### config.mk
export PLATFORM = sky130hd
export DESIGN_NAME = elastic_stage
export DESIGN_NICKNAME = d
export VERILOG_FILES = /design/src/rtl/eb_pkg.sv /design/src/rtl/eb_slot.sv /design/src/rtl/eb_ctrl.sv /design/src/rtl/elastic_stage.sv
export SDC_FILE = /design/constraint.sdc
export NUM_CORES = 1
export LEC_CHECK = 0
export BUFFER_PORTS_ARGS = -buffer_cell sky130_fd_sc_hd__buf_4
export CORE_MARGIN = 10
export CORE_UTILIZATION = 45
export DETAILED_ROUTE_END_ITERATION = 16
export PLACE_DENSITY = 0.67
export RECOVER_POWER = 100
export REMOVE_ABC_BUFFERS = 1
export SYNTH_ARGS = -nofsm -noshare
export SYNTH_HDL_FRONTEND = slang
export SYNTH_SLANG_ARGS = --single-unit
### constraint.sdc
create_clock -name clk -period 4.7 [get_ports clk]
set_input_delay 0.235 -clock clk [delete_from_list [all_inputs] [get_ports clk]]
set_output_delay 0.235 -clock clk [all_outputs]
set_load 0.01 [all_outputs]
### src/rtl/eb_pkg.sv
package eb_pkg;

  // Occupancy states; in the full state slot A always holds the older word
  typedef enum logic [1:0] {
    ST_EMPTY = 2'b00,
    ST_A     = 2'b01,
    ST_B     = 2'b10,
    ST_FULL  = 2'b11
  } eb_state_e;

  // Source for a slot load
  typedef enum logic {
    SRC_IN   = 1'b0,
    SRC_PEER = 1'b1
  } slot_src_e;

endpackage

### src/rtl/eb_slot.sv
module eb_slot #(
  parameter int WIDTH = 32
) (
  input  logic                clk,
  input  logic                load,
  input  eb_pkg::slot_src_e   src,
  input  logic [WIDTH-1:0]    in_word,
  input  logic [WIDTH-1:0]    peer_word,
  output logic [WIDTH-1:0]    q
);
  import eb_pkg::*;

  logic [WIDTH-1:0] d;

  always_comb d = (src == SRC_PEER) ? peer_word : in_word;

  // Datapath slot: no reset, valid tracking is in control
  always_ff @(posedge clk) begin
    if (load) q <= d;
  end

endmodule

### src/rtl/eb_ctrl.sv
module eb_ctrl (
  input  logic              clk,
  input  logic              rst,
  input  logic              in_valid,
  input  logic              out_ready,
  output logic              in_ready,
  output logic              out_valid,
  output logic              load_a,
  output logic              load_b,
  output eb_pkg::slot_src_e src_a,
  output logic              out_from_b
);
  import eb_pkg::*;

  eb_state_e st_q, st_d;
  logic push, pop;

  always_comb begin
    in_ready   = (st_q != ST_FULL);
    out_valid  = (st_q != ST_EMPTY);
    out_from_b = (st_q == ST_B);
  end

  always_comb begin
    push = in_valid && in_ready;
    pop  = out_valid && out_ready;
  end

  always_comb begin
    st_d   = st_q;
    load_a = 1'b0;
    load_b = 1'b0;
    src_a  = SRC_IN;
    unique case (st_q)
      ST_EMPTY: begin
        if (push) begin
          load_a = 1'b1;
          st_d   = ST_A;
        end
      end
      ST_A: begin
        if (push && pop) begin
          load_a = 1'b1;
        end else if (push) begin
          load_b = 1'b1;
          st_d   = ST_FULL;
        end else if (pop) begin
          st_d   = ST_EMPTY;
        end
      end
      ST_B: begin
        if (push && pop) begin
          load_b = 1'b1;
        end else if (push) begin
          // Older word moves to A so that full always means A is older
          load_a = 1'b1;
          src_a  = SRC_PEER;
          load_b = 1'b1;
          st_d   = ST_FULL;
        end else if (pop) begin
          st_d   = ST_EMPTY;
        end
      end
      ST_FULL: begin
        if (pop) st_d = ST_B;
      end
      default: st_d = ST_EMPTY;
    endcase
  end

  always_ff @(posedge clk) begin
    if (rst) st_q <= ST_EMPTY;
    else     st_q <= st_d;
  end

  // a same-edge accept and release with one word held keeps one word
  a_r5_pushpop_keeps_one: assert property (@(posedge clk) disable iff (rst)
    (push && pop && (st_q != ST_FULL)) |=> (out_valid && in_ready));

  // a full stage with no release stays full
  a_r8_full_holds: assert property (@(posedge clk) disable iff (rst)
    (!in_ready && !out_ready) |=> !in_ready);

  // a release on an empty stage leaves it empty unless a word is accepted
  a_r9_empty_pop_ignored: assert property (@(posedge clk) disable iff (rst)
    (!out_valid && !in_valid) |=> !out_valid);

endmodule

### src/rtl/elastic_stage.sv
module elastic_stage #(
  parameter int WIDTH = 32
) (
  input  logic             clk,
  input  logic             rst,
  input  logic             in_valid,
  output logic             in_ready,
  input  logic [WIDTH-1:0] in_data,
  output logic             out_valid,
  input  logic             out_ready,
  output logic [WIDTH-1:0] out_data
);
  import eb_pkg::*;

  logic             load_a, load_b, out_from_b;
  slot_src_e        src_a;
  logic [WIDTH-1:0] slot_a_q, slot_b_q;

  eb_ctrl u_ctrl (
    .clk       (clk),
    .rst       (rst),
    .in_valid  (in_valid),
    .out_ready (out_ready),
    .in_ready  (in_ready),
    .out_valid (out_valid),
    .load_a    (load_a),
    .load_b    (load_b),
    .src_a     (src_a),
    .out_from_b(out_from_b)
  );

  eb_slot #(.WIDTH(WIDTH)) u_slot_a (
    .clk      (clk),
    .load     (load_a),
    .src      (src_a),
    .in_word  (in_data),
    .peer_word(slot_b_q),
    .q        (slot_a_q)
  );

  eb_slot #(.WIDTH(WIDTH)) u_slot_b (
    .clk      (clk),
    .load     (load_b),
    .src      (SRC_IN),
    .in_word  (in_data),
    .peer_word(slot_a_q),
    .q        (slot_b_q)
  );

  always_comb out_data = out_from_b ? slot_b_q : slot_a_q;

  // a stalled output holds its word
  a_r6_stall_stable: assert property (@(posedge clk) disable iff (rst)
    (out_valid && !out_ready) |=> (out_valid && $stable(out_data)));

  // slots are written only on an accepted word
  a_r3_load_needs_accept: assert property (@(posedge clk) disable iff (rst)
    (load_a || load_b) |-> (in_valid && in_ready));

  // a refused offer never loads a slot
  a_r1_no_load_when_full: assert property (@(posedge clk) disable iff (rst)
    !in_ready |-> !(load_a || load_b));

endmodule

==> results of run 1 <==
[area by class of cell]
class                   instances  area (µm²)  area share [%]
clock buffers                  10         128            3.52
clock inverters                 6         105            2.90
inverters                       4        15.0           0.415
multi-input cells              87         938            25.9
flip-flops and latches         66        1960            54.2
well taps                      80         100            2.76
repair buffers                 71         374            10.3
[worst paths after layout]
kind | start | to | slack [ns] | cells past startpoint
hold reg to reg | u_slot_b.q[16]$_DFFE_PP_ | u_slot_a.q[16]$_DFFE_PP_ | 0.56 | 1
hold / removal | in_data[5] | u_slot_b.q[5]$_DFFE_PP_ | 0.10 | 1
setup / recovery | u_ctrl.st_q[0]$_SDFFE_PP0P_ | u_slot_b.q[7]$_DFFE_PP_ | 1.41 | 5
setup reg to reg | u_ctrl.st_q[0]$_SDFFE_PP0P_ | u_slot_b.q[7]$_DFFE_PP_ | 1.41 | 5
[flip-flops by register name, summed over array words and instances, names as in the netlist]
name	cells
u_slot_a.q	32
u_ctrl.st_q	2
u_slot_b.q	32
[per-stage QoR]
stage	cells	total power (µW)	worst slack, ns	util [%]	setup TNS [ns]
floorplan	157	860	-0.390	-	-12.47
global placement	308	975	1.98	54.2	0
detailed placement	308	980	1.96	54.2	0
CTS	324	1540	1.94	57.6	0
global route	324	1540	1.11	53.6	0
finish	324	1480	1.41	53.6	0
[cell families after synthesis]
logic type / after synthesis / synth area share [%]
compound gates: 8 / 2.02
fa+ha+maj: 5 / 2.02
buf+inv: 12 / 3.43
flops: 66 / 63.3
mux: 65 / 27.2
simple gates: 9 / 2.06
[routing by layer]
metal	vias to the layer above	wire length (µm)
met4	0	61
met2	45	3000
met5	-	0
li1	793	-
met3	5	403
met1	804	2660
[power breakdown]
part / total [µW] / internal, µW / switching [µW]
Clock: 562 / 349 / 213
Combinational: 197 / 86.8 / 110
Sequential: 722 / 708 / 14.8
[placed cells by master (no fill, tap or decap), types with 3 or more instances in the layout]
cell type	synthesis	final
mux2_1	0	36
inv_1	4	4
clkbuf_1	0	42
clkbuf_4	0	17
bufinv_16	0	3
edfxtp_1	64	64
mux2_2	34	27
clkbuf_8	0	9
ha_1	5	5
buf_4	0	11
==> impl_results.md, run 1 <==
* Outcome: finished with violations
* Failing checks: capacitance limit, slew limit
* Final worst path period share at 69.9%
* TritonCTS buffer count at 9
* Static Leak at 0.00126 µW
* Cell family with the largest share of critical-path delay: adder cells
* Yosys warning count at 0
* Vias/cell at 5.08
* Synth cell types at 23
* Row cnt at 30
* Core Box Area at 6760 µm²
* Post-synth EDFFs at 64
* Critical Path AT at 3.25 ns
* Die area at 10600 µm²
* Setup bufs post-CTS at 0
* TritonCTS clock tree: done
* RSZ-0062 raised after global routing: false
* Syn_area_per_cell at 18.8 µm²
* Worst setup EP type: register
* Detail Route Antenna Nets at 0
* Final hold slack at 0.102 ns
* Achievable Freq at 304 MHz
* Max Root-Sink Buffers at 2
* Most frequent cell after synthesis: edfxtp_1
* Post-Syn Instances at 165
* Post_cts resized at 0
* Die width at 103 µm
* CP Cell Sequence: inv_1, ha_1, a21oi_1, nor4bb_4, clkbuf_2
* Area after DPL at 3660 µm²
* Vias at 1647
* Slew @ Worst Pin at 1.57 ns
* Detailed Routing Iterations Pass 1 at 4
* Largest net degree at the start of global routing at 36
* Hold Buf Count CTS at 0
* Average wire per standard cell at 18.9 µm
* DRC Markers at 0
* GR met3 Demand/Resource at 4.16%
* Final hold vios at 0
* Largest cells by area after synthesis: edfxtp_1, mux2_4, mux2_2
* Hpwl dp at 4090 µm
* Share of layout cells above drive strength 1 at 30.3%
* Clk_lat worst skew at 0.34 ns
* Dominant cell type by area after synthesis: edfxtp_1
* Peak supply drop at 0.241 mV
* Die Ht at 103 µm
* MaxCap Viol Count at 1
* CTS root buf: clkbuf_8
* Fin nets at 280
* Drt total wl at 6130 µm
* FFs w/ async S/R, synth at 0%
* Number of global-route vias before repair at 1803
* 1st-iter DRT viols at 55
* Global Route Usage Sum at 11.8%
* Clock Skews at 0.00585 ns
* Met2 global-route usage at 19.4%
* CP Max Fanout at 35
* Final Cell Area at 3620 µm²
* Crit path required time at 4.66 ns
* Final Wtd Congestion at 0.732
* Boundary Pins at 70
* Filler Cell Count at 607
* I/O Buffers at 69
* Grt met1 use at 13.2%
* Max stage delay on crit path at 1.24 ns
* Startpoint types: register
* Worst min path class: in2reg
* Period minus WS final at 3.29 ns
* Clock slew at reported path FFs at 0.07 ns
* Seq/Total Area, Yosys at 63.3%
* Most common flop cell mapped by yosys: edfxtp_1
* Worst path slowest cell: ha_1
* Initial antenna violation count at 0
* Rel. slew slack at -4.97%
* Most frequent cells after synthesis: edfxtp_1, mux2_2, mux2_4
* CTS sink cnt at 66
* Post-synthesis register bit count at 66
* Starting Density at 45.9%
* CP Buf/Inv Count at 2
* Most crowded layer after global routing: met2
* Synth-to-Final Area Change at 16.8%
* Remaining Overflow, GRT at 0
* H-tree depth at 3
* Pwr per Cell Area at 409 nW/µm²
* Global-route wire length before repair at 9250 µm
* Kind of critical path: reg2reg
* N_diodes at 0
* Synth top area share at 62.0%
* Synth Cell Area at 3100 µm²
* Max Slew Vio Count at 36
* Final setup viols at 0
Note: power is estimated with default switching activity, not from simulation.
==> run 2: changes to the inputs <==
--- a/config.mk
+++ b/config.mk
@@ -5,11 +5,12 @@
 export SDC_FILE = /design/constraint.sdc
 export NUM_CORES = 1
 export LEC_CHECK = 0
+export ABC_AREA = 1
 export BUFFER_PORTS_ARGS = -buffer_cell sky130_fd_sc_hd__buf_4
 export CORE_MARGIN = 10
 export CORE_UTILIZATION = 45
 export DETAILED_ROUTE_END_ITERATION = 16
-export PLACE_DENSITY = 0.67
+export PLACE_DENSITY = 0.65
 export RECOVER_POWER = 100
 export REMOVE_ABC_BUFFERS = 1
 export SYNTH_ARGS = -nofsm -noshare
==> constraint.sdc (replaced) <==
create_clock -name clk -period 3.4 [get_ports clk]
set_input_delay 0.17 -clock clk [delete_from_list [all_inputs] [get_ports clk]]
set_output_delay 0.17 -clock clk [all_outputs]
set_load 0.01 [all_outputs]
==> run 2 against run 1 <==
Against the previous run: the run now ends clean; sequential power rose by 65%; sequential cell count did not move; total power rose by 90%; cell area fell by 2.5%; die area fell by 2.2%; hold slack got worse by 0.062 ns; via count rose by 26%; core utilization rose by 1.4 points; clock power rose by 24%; critical path depth rose by 4; largest power group unchanged.
==> impl_results.md, run 2 <==
* Synth-to-Final Area Change at 17.2%
* Syn_area_per_cell at 10.8 µm²
* Largest net degree at the start of global routing at 47
* Cell mode on critical path: nand2_1
* Most common flop cell mapped by yosys: edfxtp_1
* Critical Path AT at 2.80 ns
* Final hold vios at 0
* Global-route wire length before repair at 9940 µm
* Final design utilization at 55.0%
* I/O Buffers at 69
* RR Endpoint: u_slot_b.q[15]$_DFFE_PP_
* Final worst path period share at 83.2%
* Setup bufs post-CTS at 0
* Post_cts resized at 0
* Boundary Pins at 70
* DRC Markers at 0
* CP Cell Sequence: inv_1, ha_1, inv_1, nand2_1, nand2_1, inv_2, nand2_1, a21oi_4, clkbuf_2
* Row cnt at 29
* Clock slew at reported path FFs at 0.07 ns
* Kind of critical path: reg2reg
* Average wire per standard cell at 14.6 µm
* Hold_sp: in_data[14]
* Synth Cell Area at 3010 µm²
* MaxCap Viol Count at 0
* Drt total wl at 6260 µm
* Static Leak at 0.00144 µW
* Detailed Routing Iterations Pass 1 at 4
* Final Cell Area at 3530 µm²
* Initial antenna violation count at 0
* FFs w/ async S/R, synth at 0%
* Most frequent cells in the layout: edfxtp_1, nand2_1, clkbuf_1, o21ai_0, inv_1
* Most frequent cells after synthesis: edfxtp_1, nand2_1, inv_1
* Number of global-route vias before repair at 2131
* Detail Route Antenna Nets at 0
* Dominant cell type by area after synthesis: edfxtp_1
* Startpoint types: register
* Area after DPL at 3570 µm²
* Xor/xnor share of the synthesized area at 0%
* Final Wtd Congestion at 0.829
* Total power at 2810 µW
* Post-Syn Instances at 279
* Die area at 10400 µm²
* Largest registers: u_slot_a.q x32, u_slot_b.q x32, u_ctrl.st_q x2
* Share of layout cells above drive strength 1 at 11.3%
* Worst setup EP type: register
* Max Slew Vio Count at 0
* Max Root-Sink Buffers at 2
* Post-synthesis compound-gate area fraction at 13.2%
* Hpwl dp at 4340 µm
* Yosys warning count at 0
* CTS sink cnt at 66
* 1st-iter DRT viols at 144
* CP Max Fanout at 21
* Clock Skews at 0.00570 ns
* Crit path required time at 3.37 ns
* Remaining Overflow, GRT at 0
* Outcome: finished, final reports clean
* TritonCTS clock tree: done
* Largest family of logic cells by synthesized area: compound AO/OA/AOI/OAI gates
* Synth top area share at 63.8%
* Fin nets at 389
* Global Route Usage Sum at 12.2%
* Worst path slowest cell: clkbuf_2
* Max stage delay on crit path at 0.51 ns
* Post-synth EDFFs at 64
* Mux contribution to synthesized area at 0%
* Period minus WS final at 2.83 ns
* Most common cell after layout, fill and taps aside: edfxtp_1
* Die Ht at 102 µm
* Die width at 102 µm
* RSZ-0062 raised after global routing: false
* Most frequent cell after synthesis: edfxtp_1
* Final setup viols at 0
* Slew @ Worst Pin at 1.02 ns
* H-tree depth at 3
* Post-synthesis simple-gate area fraction at 11.4%
* Worst R2R Setup Slack at 0.57 ns
* Peak supply drop at 0.342 mV
* Seq/Total Area, Yosys at 65.1%
* Largest cells by area after synthesis: edfxtp_1, nand2_1, inv_1
* Post-synthesis register bit count at 66
* Rel. slew slack at 31.9%
* Clk_lat worst skew at 0.33 ns
* Synth cell types at 21
* Reg-to-reg startpoint: u_ctrl.st_q[1]$_SDFFE_PP0P_
* Vias at 2082
* Hold Path Cell Cnt at 1
* TritonCTS buffer count at 9
* Core Box Area at 6420 µm²
* Achievable Freq at 354 MHz
* Hold EP: u_slot_b.q[14]$_DFFE_PP_
* Vias/cell at 4.84
* Pwr per Cell Area at 796 nW/µm²
* Hold Buf Count CTS at 0
* Worst min path class: in2reg
* CTS root buf: clkbuf_8
* Reg2Reg Depth at 9
* N_diodes at 0
* Starting Density at 46.9%
* Adder-Cell Fraction of Synth Area at 2.08%
[run 2: changes by cell type in the layout (fill, tap and decap cells not counted), sizes merged, moves of 2 or more]
cell    before  now
mux2        64    0
nand2        2   64
o21ai        1   53
inv          4   41
nor2         1   19
a21oi        2   15
buf         11    7
clkbuf      70   74
a211o        2    0
clkinv       2    4
nand3        0    2
o41ai        2    0
[run 2: how the worst max path moves through the flow]
stage | from | cells past startpoint | endpoint | slack (ns)
after floorplan | u_ctrl.st_q[0]$_SDFFE_PP0P_ | 4 | u_slot_a.q[0]$_DFFE_PP_ | -0.40
after global placement | u_ctrl.st_q[0]$_SDFFE_PP0P_ | 8 | u_slot_a.q[1]$_DFFE_PP_ | 0.94
after detailed placement | u_ctrl.st_q[0]$_SDFFE_PP0P_ | 8 | u_slot_a.q[18]$_DFFE_PP_ | 0.86
after CTS | u_ctrl.st_q[0]$_SDFFE_PP0P_ | 8 | u_slot_a.q[13]$_DFFE_PP_ | 0.86
after global routing | u_ctrl.st_q[0]$_SDFFE_PP0P_ | 9 | u_slot_b.q[5]$_DFFE_PP_ | 0.33
final | u_ctrl.st_q[1]$_SDFFE_PP0P_ | 9 | u_slot_b.q[15]$_DFFE_PP_ | 0.57
[run 2: power by group]
group          internal [µW]  switching, µW
logic                    270            655
registers               1140           49.0
clock network            408            287
[run 2: metrics by stage]
stage	hold slack [ns]	cells	setup WS, ns	TNS, ns
floorplan	0.269	266	-0.404	-24.79
global placement	0.360	414	0.937	0
detailed placement	0.360	414	0.864	0
CTS	0.00190	430	0.861	0
global route	0.0320	430	0.331	0
finish	0.0400	430	0.572	0
[run 2: layer usage]
metal | vias to the layer above | GRT usage [%] | share of wire [%]
met5 | - | 0 | 0
met4 | 0 | 6.18 | 1.5
met3 | 10 | 4.25 | 7.7
met2 | 62 | 18.8 | 45
met1 | 935 | 15.0 | 46
li1 | 1075 | - | -
[run 2: area by class of cell]
class                           instances  area, µm²
Inverter                               41        154
Fill cell                             591       2890
Multi-Input combinational cell        159        769
Timing Repair Buffer                   71        343
Clock inverter                          6       81.3
Tap cell                               77       96.3
Clock buffer                           10        128
Sequential cell                        66       1960
[run 2: worst max-delay path: cells and delay by family (launching register included)]
family          cells  cell delay (ns)
flops               1             0.34
buf+inv             4             0.91
compound gates      1             0.45
simple gates        3             0.56
fa+ha+maj           1             0.20
[run 2: cell families after synthesis]
kind of cell    after synthesis
fa+ha+maj                     5
buf+inv                      54
simple gates                 85
compound gates               69
flops                        66
